`src/rtl/fpu_pkg.sv`:
```
package fpu_pkg;
  localparam int PAGE_W     = 12;
  localparam int OFF_W      = 10;
  localparam int ADDR_BYTES = 3;
  localparam int ADDR_PAD   = ADDR_BYTES * 8 - PAGE_W - OFF_W;
  localparam int MIN_GAP    = 4;

  typedef struct packed {
    logic       latchReq;
    logic       startFrame;
    logic       withData;
    logic [7:0] opcode;
  } fpuCtl_t;
endpackage

```
`src/rtl/fpu_ctrl.sv`:
```
module fpu_ctrl
  import fpu_pkg::*;
#(
  parameter int MAX_BYTES  = 8,
  parameter int LEN_W      = 4,
  parameter int PAGE_BYTES = 528,
  parameter int GAP_CLKS   = 4,
  parameter logic [7:0] OP_XFER  = 8'h53,
  parameter logic [7:0] OP_WRITE = 8'h84,
  parameter logic [7:0] OP_PROG  = 8'h83
) (
  input  logic             clk,
  input  logic             rstN,
  input  logic             reqValid,
  input  logic [OFF_W-1:0] reqOffset,
  input  logic [LEN_W-1:0] reqLen,
  input  logic             flashRdy,
  input  logic             frameDone,
  input  logic             spiCsN,
  output fpuCtl_t          ctl,
  output logic             busy,
  output logic             done,
  output logic             error
);
  localparam int GC_W = $clog2(GAP_CLKS + 1);

  typedef enum logic [1:0] {S_IDLE, S_SHIFT, S_GAP, S_WAIT} state_t;
  state_t state;
  logic [1:0] step;      // instructions already sent
  logic [GC_W-1:0] gapCnt;
  logic reqOk, accept, launch, finish;

  always_comb begin
    reqOk  = (reqLen != '0) && (int'(reqLen) <= MAX_BYTES) &&
             (int'(reqOffset) + int'(reqLen) <= PAGE_BYTES);
    accept = (state == S_IDLE) && reqValid && reqOk;
    launch = (state == S_WAIT) && flashRdy && (step != 2'd3);
    finish = (state == S_WAIT) && flashRdy && (step == 2'd3);
    ctl.latchReq   = accept;
    ctl.startFrame = launch;
    ctl.withData   = (step == 2'd1);
    case (step)
      2'd0:    ctl.opcode = OP_XFER;
      2'd1:    ctl.opcode = OP_WRITE;
      default: ctl.opcode = OP_PROG;
    endcase
  end

  always_ff @(posedge clk or negedge rstN) begin
    if (!rstN) begin
      state  <= S_IDLE;
      step   <= '0;
      gapCnt <= '0;
      busy   <= 1'b0;
      done   <= 1'b0;
      error  <= 1'b0;
    end else begin
      done  <= 1'b0;
      error <= 1'b0;
      case (state)
        S_IDLE: begin
          error <= reqValid && !reqOk;
          if (accept) begin
            state <= S_WAIT;
            step  <= '0;
            busy  <= 1'b1;
          end
        end
        S_SHIFT: if (frameDone) begin
          state  <= S_GAP;
          gapCnt <= '0;
        end
        S_GAP: begin
          if (int'(gapCnt) == GAP_CLKS - 1) state <= S_WAIT;
          else gapCnt <= gapCnt + 1'b1;
        end
        S_WAIT: begin
          if (launch) begin
            step  <= step + 1'b1;
            state <= S_SHIFT;
          end else if (finish) begin
            state <= S_IDLE;
            busy  <= 1'b0;
            done  <= 1'b1;
          end
        end
        default: state <= S_IDLE;
      endcase
    end
  end

  p_done_pulse_r9: assert property (@(posedge clk) disable iff (!rstN) done |=> !done);
  p_done_idle_r9:  assert property (@(posedge clk) disable iff (!rstN) done |-> !busy);
  p_err_quiet_r2:  assert property (@(posedge clk) disable iff (!rstN) error |-> (!busy && spiCsN));
  p_cs_rdy_r8:     assert property (@(posedge clk) disable iff (!rstN) $fell(spiCsN) |-> $past(flashRdy));
endmodule

```
`src/rtl/fpu_datapath.sv`:
```
module fpu_datapath
  import fpu_pkg::*;
#(
  parameter int MAX_BYTES = 8,
  parameter int LEN_W     = 4
) (
  input  logic                   clk,
  input  logic                   rstN,
  input  fpuCtl_t                ctl,
  input  logic [PAGE_W-1:0]      reqPage,
  input  logic [OFF_W-1:0]       reqOffset,
  input  logic [LEN_W-1:0]       reqLen,
  input  logic [MAX_BYTES*8-1:0] reqData,
  output logic                   spiCsN,
  output logic                   spiSck,
  output logic                   spiMosi,
  output logic                   frameDone
);
  localparam int IDX_W = $clog2(MAX_BYTES + ADDR_BYTES + 2);

  logic [PAGE_W-1:0]      pageReg;
  logic [OFF_W-1:0]       offReg;
  logic [LEN_W-1:0]       lenReg;
  logic [MAX_BYTES*8-1:0] dataReg;
  logic [ADDR_BYTES*8-1:0] addrWord;
  logic [7:0]       shiftReg, nextByte;
  logic [2:0]       bitIdx;
  logic [IDX_W-1:0] byteIdx, lastIdx;
  logic             active;
  logic [2:0]       highCnt;

  assign addrWord = {{ADDR_PAD{1'b0}}, pageReg, offReg};
  assign spiMosi  = shiftReg[7];

  always_comb begin
    int k;
    k = int'(byteIdx) + 1;
    nextByte = '0;
    if (k <= ADDR_BYTES) nextByte = addrWord[8*(ADDR_BYTES-k) +: 8];
    else if (k - ADDR_BYTES - 1 < MAX_BYTES) nextByte = dataReg[8*(k-ADDR_BYTES-1) +: 8];
  end

  always_ff @(posedge clk or negedge rstN) begin
    if (!rstN) begin
      pageReg <= '0; offReg <= '0; lenReg <= '0; dataReg <= '0;
    end else if (ctl.latchReq) begin
      pageReg <= reqPage; offReg <= reqOffset; lenReg <= reqLen; dataReg <= reqData;
    end
  end

  always_ff @(posedge clk or negedge rstN) begin
    if (!rstN) begin
      spiCsN <= 1'b1; spiSck <= 1'b0; active <= 1'b0; frameDone <= 1'b0;
      shiftReg <= '0; bitIdx <= '0; byteIdx <= '0; lastIdx <= '0;
    end else begin
      frameDone <= 1'b0;
      if (ctl.startFrame) begin
        spiCsN   <= 1'b0;
        active   <= 1'b1;
        shiftReg <= ctl.opcode;
        bitIdx   <= 3'd7;
        byteIdx  <= '0;
        lastIdx  <= ctl.withData ? IDX_W'(ADDR_BYTES + int'(lenReg)) : IDX_W'(ADDR_BYTES);
      end else if (active && !spiSck) begin
        spiSck <= 1'b1;
      end else if (active) begin
        spiSck <= 1'b0;
        if (bitIdx != 3'd0) begin
          bitIdx   <= bitIdx - 1'b1;
          shiftReg <= {shiftReg[6:0], 1'b0};
        end else if (byteIdx == lastIdx) begin
          active    <= 1'b0;
          spiCsN    <= 1'b1;
          frameDone <= 1'b1;
        end else begin
          byteIdx  <= byteIdx + 1'b1;
          shiftReg <= nextByte;
          bitIdx   <= 3'd7;
        end
      end
    end
  end

  always_ff @(posedge clk or negedge rstN) begin
    if (!rstN) highCnt <= 3'd7;
    else if (!spiCsN) highCnt <= '0;
    else if (highCnt != 3'd7) highCnt <= highCnt + 1'b1;
  end

  p_sck_idle_r6:  assert property (@(posedge clk) disable iff (!rstN) spiCsN |-> !spiSck);
  p_mosi_hold_r6: assert property (@(posedge clk) disable iff (!rstN) spiSck |-> $stable(spiMosi));
  p_cs_gap_r7:    assert property (@(posedge clk) disable iff (!rstN) $fell(spiCsN) |-> (int'(highCnt) >= MIN_GAP));
endmodule

```
`src/rtl/flash_page_updater.sv`:
```
module flash_page_updater
  import fpu_pkg::*;
#(
  parameter int MAX_BYTES  = 8,
  parameter int LEN_W      = $clog2(MAX_BYTES + 1),
  parameter int PAGE_BYTES = 528,
  parameter int GAP_CLKS   = 4,
  parameter logic [7:0] OP_XFER  = 8'h53,
  parameter logic [7:0] OP_WRITE = 8'h84,
  parameter logic [7:0] OP_PROG  = 8'h83
) (
  input  logic                   clk,
  input  logic                   rstN,
  input  logic                   reqValid,
  input  logic [PAGE_W-1:0]      reqPage,
  input  logic [OFF_W-1:0]       reqOffset,
  input  logic [LEN_W-1:0]       reqLen,
  input  logic [MAX_BYTES*8-1:0] reqData,
  input  logic                   flashRdy,
  output logic                   spiCsN,
  output logic                   spiSck,
  output logic                   spiMosi,
  output logic                   busy,
  output logic                   done,
  output logic                   error
);
  fpuCtl_t ctl;
  logic frameDone;

  fpu_ctrl #(
    .MAX_BYTES(MAX_BYTES), .LEN_W(LEN_W), .PAGE_BYTES(PAGE_BYTES), .GAP_CLKS(GAP_CLKS),
    .OP_XFER(OP_XFER), .OP_WRITE(OP_WRITE), .OP_PROG(OP_PROG)
  ) uCtrl (
    .clk(clk), .rstN(rstN), .reqValid(reqValid), .reqOffset(reqOffset), .reqLen(reqLen),
    .flashRdy(flashRdy), .frameDone(frameDone), .spiCsN(spiCsN), .ctl(ctl),
    .busy(busy), .done(done), .error(error)
  );

  fpu_datapath #(.MAX_BYTES(MAX_BYTES), .LEN_W(LEN_W)) uPath (
    .clk(clk), .rstN(rstN), .ctl(ctl), .reqPage(reqPage), .reqOffset(reqOffset),
    .reqLen(reqLen), .reqData(reqData), .spiCsN(spiCsN), .spiSck(spiSck),
    .spiMosi(spiMosi), .frameDone(frameDone)
  );
endmodule

```
`config.mk`:
```
export PLATFORM = sky130hd
export DESIGN_NAME = flash_page_updater
export DESIGN_NICKNAME = d
export VERILOG_FILES = /design/src/rtl/fpu_pkg.sv /design/src/rtl/fpu_ctrl.sv /design/src/rtl/fpu_datapath.sv /design/src/rtl/flash_page_updater.sv
export SDC_FILE = /design/constraint.sdc
export NUM_CORES = 1
export LEC_CHECK = 0
export BUFFER_PORTS_ARGS = -buffer_cell sky130_fd_sc_hd__buf_2
export CAP_MARGIN = 5
export CORE_MARGIN = 1
export CORE_UTILIZATION = 60
export CTS_BUF_LIST = sky130_fd_sc_hd__clkbuf_4
export CTS_CLUSTER_DIAMETER = 80
export DETAILED_ROUTE_END_ITERATION = 10
export PLACE_DENSITY = 0.8
export SYNTH_ARGS = -nofsm -noshare
export SYNTH_HDL_FRONTEND = slang
export SYNTH_HIERARCHICAL = 1
export SYNTH_SLANG_ARGS = --single-unit
```
`constraint.sdc`:
```
create_clock -name clk -period 4.04 [get_ports clk]
set_clock_uncertainty 0.05 [all_clocks]
set_input_delay 0.404 -clock clk [delete_from_list [all_inputs] [get_ports clk]]
set_output_delay 0.404 -clock clk [all_outputs]
set_load 0.02 [all_outputs]
```
==> results.yml, run 1 <==
timing:
  setup_tns_ps: 0
  fmax_mhz: 306
  period_needed_ps: 3260
  hold_viol: 0
  worst_slew_pin_slew_ps: 840
  fin_crit_sh: 0.808
  slew_violations: 0
  relSlewSlack: 0.440
  setup_viol: 0
  rsz0062_at_grt: "false"
  fin_ws_ps: 777
  hold_ws_ps: 58.6
worst_setup_path:
  worstSetupPathType: "reg -> reg"
  timing.rr.start: "uPath/byteIdx[0]"
  crit_arrival_ps: 3600
  worst_ep_required_time_ps: 4380
  reg2regPathDepth: 7
  start_kind: "register"
  worstSetupEndpointType: "register"
  worst-path-max-fanout: 16
  rr_endpoint: "uPath/shiftReg[0]"
  regToRegSetupSlack_ps: 780
floorplanning:
  die_height_um: 108
  num_io_pins: 100
  start_util: 0.622
  core.rowCount: 38
  coreArea_um2: 10900
  die_area_um2: 11800
  die_x_um: 108
grt:
  grt_use_total: 0.281
  gr-total-overflow: 0
  grt_pass1_wl_um: 25000
  antenna_found_initial: 0
  grt_pass1_vias: 5145
  grt_start_max_net_pins: 47
detailed_routing:
  routed_wl_um: 15200
  antenna_left: 0
  vias: 5058
  route.detailed.drc: 0
  drt_iter0_drc: 357
  first_pass_iters: 5
  post_drt_wl_per_cell_um: 17.9
  vias_per_cell: 5.96
synth:
  synth-seq-cells: 123
  syn_inst: 608
  synthesis.area_um2: 6800
  postSynthAreaPerCell_um2: 11.2
  postSynth.asyncResetShare: 1.00
  yosysTopAreaCell: "dfrtp_1"
  synthFlopType: "dfrtp_1"
  synthTopCellsByArea: "dfrtp_1, mux2_2, ha_1"
  yosys_warnings: 6
  synth_edf_count: 0
  synth-seq-area-share: 0.453
  synth_cell_types: 80
  synth_top_cell_area_share: 0.449
worst_hold_path:
  min_delay_path_depth: 2
  min_from: "reqData[43]"
  worst_hold_path_type: "in -> reg"
  min_to: "uPath/dataReg[43]"
clock_tree:
  cts_tree: "built"
  post_cts.repair.setup_buffers: 0
  post_cts_resized: 0
  worstSkewPairLatency_ps: 520
  htree_levels: 4
  ctsLongestPathBuffers: 2
  cts_buffers: 17
  cts-root-buf: "clkbuf_4"
  clk_pin_slew_ps: 100
  clock_sinks: 123
job:
  drv_cap: 0
power:
  power.total_mw: 5.63
  vdd_drop_max_uv: 429
  power_per_cell_area_nw_per_um2: 741
  p_leak_nw: 3.46
place:
  place_inst: 818
  dp_slack_ps: 640
  gp_routability_congestion: 0.845
  place_area_um2: 7380
  dp_hpwl_um: 11200
  io_buffers: 99
finish:
  final_common_cell: "dfrtp_1"
  final_cell_mix: "dfrtp_1, buf_2, mux2_2"
  layout.cells.non_filler: 849
  design_area_um2: 7600
  diodes: 0
  finalCoreUtilization: 0.695
  final_nets: 812
  drive_gt1_frac: 0.362
  area_growth_pct: 11.6
run_status:
  status: "complete, no violations"
-- cell families (layout without fill, tap and decap cells) --
family	count (synthesis)	after routing	synth area share
AND/OR/NAND/NOR	138	138	0.106
AO/OA/AOI/OAI	131	131	0.138
flip-flops	123	123	0.453
multiplexers	117	117	0.195
buffers and inverters	61	161	0.0438
adder cells (fa/ha/maj)	19	19	0.0360
XOR/XNOR	18	18	0.0274
other	1	2	0.000551
-- repair_timing --
| action | CTS | global route |
|---|---|---|
| hold buffers | 1 | 1 |
| setup endpoints to repair | 0 | 0 |
| hold endpoints to repair | 31 | 1 |
-- final cells by class --
cell class                 instances  area, um^2
clock buffer                      23         173
clock inverter                     6        26.3
fill                             841        3340
inverter                          19        71.3
multi-input combinational        425        3440
sequential                       123        3080
tap                              140         175
timing repair buffer             113         633
-- worst max-delay path: stages (launching register included) --
cell      delay (ps)
dfrtp_1          560
ha_1             550
xnor3_1          880
mux2_1           390
nand2_1           80
a21oi_1           80
o311ai_1         400
a31oi_1          150
-- power by group --
part / switching, mW / leakage [nW] / total, mW / internal [mW]
sequential: 0.392 / 1.50 / 2.18 / 1.79
combinational: 1.51 / 1.84 / 2.77 / 1.27
clock: 0.404 / 0.122 / 0.669 / 0.265
-- layer usage --
layer / track usage / wire, um
met1: 0.368 / 6440
met2: 0.458 / 7740
met3: 0.0657 / 840
met4: 0.0994 / 162
met5: 0 / 0
-- synth_stat cells, types with 6 or more instances --
| cell | n |
|---|---|
| nand2_1 | 42 |
| o21ai_1 | 6 |
| inv_1 | 16 |
| o31ai_1 | 6 |
| nor3_1 | 6 |
| buf_2 | 7 |
| buf_4 | 10 |
| o22ai_1 | 14 |
| xor2_1 | 10 |
| mux2i_1 | 19 |
| dfrtp_1 | 122 |
| a21oi_1 | 24 |
| nand3_1 | 15 |
| clkbuf_1 | 20 |
| ha_1 | 18 |
| o21ai_0 | 15 |
| o211ai_1 | 7 |
| a31oi_1 | 10 |
| mux2_2 | 91 |
| nor2_1 | 31 |
-- sequential cells by signal, indices dropped and copies added, names as in the netlist --
register and count:
uPath/byteIdx 4, uCtrl/step 2, uPath/lastIdx 4, uPath/bitIdx 3, uPath/dataReg 64, uCtrl/state 2
uPath/active 1, uCtrl/gapCnt 3, uCtrl/error 1, uPath/pageReg 12, uPath/shiftReg 8, uPath/spiCsN 1
uPath/lenReg 4, uPath/frameDone 1, uPath/spiSck 1, uPath/offReg 10, uCtrl/done 1, uCtrl/busy 1
-- worst max path at each step --
stage | startpoint | endpoint | cells past startpoint
2_1_floorplan | reqOffset[0] | uPath/dataReg[0] | 12
3_3_place_gp | reqOffset[0] | uPath/dataReg[34] | 11
3_5_place_dp | reqOffset[0] | uPath/dataReg[46] | 11
4_1_cts | uPath/byteIdx[0] | uPath/shiftReg[0] | 7
5_1_grt | uPath/byteIdx[1] | uPath/shiftReg[5] | 9
6_report | uPath/byteIdx[0] | uPath/shiftReg[0] | 7
Note: power is estimated with default switching activity, not from simulation.
==> inputs of run 2 (changes only) <==
==> constraint.sdc (replaced) <==
create_clock -name clk -period 3.1 [get_ports clk]
set_clock_uncertainty 0.05 [all_clocks]
set_input_delay 0.31 -clock clk [delete_from_list [all_inputs] [get_ports clk]]
set_output_delay 0.31 -clock clk [all_outputs]
set_load 0.02 [all_outputs]
==> run 2 against run 1 <==
Setup slack got worse by 700 ps. Sequential power increased by 33%. Flip-flop and latch count unchanged. Cell area increased by 14%. Die area unchanged. Routed wire length increased by 27%. First-iteration DRC count increased by 29%. Global-route usage increased by 6.8 points. Via count increased by 16%. Hold slack got worse by 9.2 ps. Critical path depth increased by 5. Clock-buffer cell count decreased by 2.
==> results.yml, run 2 (synthesis gave the netlist of run 1 again) <==
grt:
  antenna_found_initial: 0
  gr-total-overflow: 0
  grt_use_total: 0.349
  grt_start_max_net_pins: 59
  grt_pass1_vias: 6061
  grt_pass1_wl_um: 30500
clock_tree:
  cts_buffers: 17
  worstSkewPairLatency_ps: 550
  cts-root-buf: "clkbuf_4"
  ctsLongestPathBuffers: 2
  post_cts.repair.setup_buffers: 0
  clk_pin_slew_ps: 100
  cts_tree: "built"
  htree_levels: 4
  clock_sinks: 123
place:
  dp_hpwl_um: 11800
  dp_slack_ps: -35.7
  place_area_um2: 7530
  gp_routability_congestion: 0.849
  place_inst: 833
  io_buffers: 99
detailed_routing:
  wl_met3_um: 1260
  wl_met1_um: 7310
  top_layer: "met4"
  routed_wl_um: 19200
  antenna_left: 0
  first_pass_iters: 5
  post_drt_wl_per_cell_um: 20.2
  vias_per_cell: 6.18
  vias: 5891
  route.detailed.drc: 0
  drt_iter0_drc: 459
  routed-wl-met2_um: 9680
worst_setup_path:
  crit_family: "compound AO/OA/AOI/OAI gates"
  reg2regPathDepth: 9
  worst-path-max-fanout: 23
  setup.worst_path.end: "uPath/dataReg[18]"
  slowest_delay_ps: 540
  regToRegSetupSlack_ps: 210
  crit_top_cell: "buf_12"
  path_depth: 12
  crit_arrival_ps: 3400
  crit_buf_inv: 4
  worstSetupPathType: "in -> reg"
  rr_endpoint: "uPath/shiftReg[5]"
  worst_ep_required_time_ps: 3480
  slowest_stage: "dlygate4sd3_1"
  worstSetupEndpointType: "register"
  cp_cell_sequence: "dlygate4sd3_1, buf_2, ha_1, a21oi_1, o31ai_2, a211oi_1, o221a_4, o21ai_2, nor2_4, buf_12, buf_12, mux2_2"
  timing.rr.start: "uPath/byteIdx[1]"
  cp-startpoint: "reqLen[1]"
  start_kind: "input pin"
finish:
  finalCoreUtilization: 0.795
  final_cell_mix: "dfrtp_1, buf_2, mux2_2"
  layout.cells.non_filler: 953
  final_common_cell: "dfrtp_1"
  drive_gt1_frac: 0.341
  area_growth_pct: 27.8
  nFillCells: 670
  largest_reg_flops: 64
  reg_top3: "uPath/dataReg x64, uPath/pageReg x12, uPath/offReg x10"
  regMostFlops: "uPath/dataReg"
  final_nets: 912
  multi_input_area_um2: 3450
  register_area_um2: 3080
  design_area_um2: 8700
worst_hold_path:
  worst_hold_path_type: "in -> reg"
power:
  power.total_mw: 8.01
  vdd_drop_max_uv: 533
  p_leak_nw: 3.95
  p_int_mw: 4.72
  power_per_cell_area_nw_per_um2: 921
  seq_power_share: 0.361
  p_sw_mw: 3.29
  swShare: 0.411
  pwr-share-clk: 0.148
  combPwrFrac: 0.490
timing:
  setup_tns_ps: 0
  setup_viol: 0
  period_needed_ps: 3020
  worst_slew_pin_slew_ps: 774
  fin_ws_ps: 77.9
  hold_ws_ps: 49.4
  fmax_mhz: 331
  slew_violations: 0
  fin_crit_sh: 0.975
  rsz0062_at_grt: "false"
  hold_viol: 0
  relSlewSlack: 0.484
floorplanning:
  die_area_um2: 11800
  core.rowCount: 38
  num_io_pins: 100
  die_x_um: 108
  die_height_um: 108
  start_util: 0.622
  coreArea_um2: 10900
job:
  drv_cap: 0
run_status:
  status: "complete, no violations"
[run 2: power by group through the flow]
stage / sequential, mW / clock (mW) / combinational [mW]
final: 2.90 / 1.19 / 3.93
after global routing: 2.97 / 1.27 / 4.21
after CTS: 2.84 / 1.18 / 3.78
after detailed placement: 2.88 / 0 / 3.68
after global placement: 2.82 / 0 / 3.55
after floorplan: 2.69 / 0 / 2.85
[run 2: worst min path at each step]
stage,start,endpoint,slack [ps],cells after the start
floorplan,rstN,uCtrl/busy,-40,0
global placement,rstN,uCtrl/gapCnt[2],370,1
detailed placement,rstN,uCtrl/gapCnt[0],380,1
CTS,reqOffset[8],uPath/offReg[8],3,2
global route,reqOffset[8],uPath/offReg[8],10,2
finish,reqOffset[8],uPath/offReg[8],50,2
[run 2: final cells by class]
type / count / area share
clock buffer: 21 / 0.0181
multi-input combinational: 425 / 0.397
antenna: 1 / 0.000288
tap: 140 / 0.0201
sequential: 123 / 0.354
inverter: 19 / 0.00820
timing repair buffer: 213 / 0.188
clock inverter: 11 / 0.0145
[run 2: routing by layer]
| layer | vias to the layer above | track usage |
|---|---|---|
| li1 | 2604 | - |
| met1 | 2896 | 0.417 |
| met2 | 303 | 0.577 |
| met3 | 88 | 0.0868 |
| met4 | 0 | 0.194 |
| met5 | - | 0 |
[run 2: repair_timing]
item | in CTS | in global routing
resized for setup | 0 | 2
hold endpoints to repair | 142 | 0
setup endpoints to repair | 0 | 3
hold buffers | 87 | 0
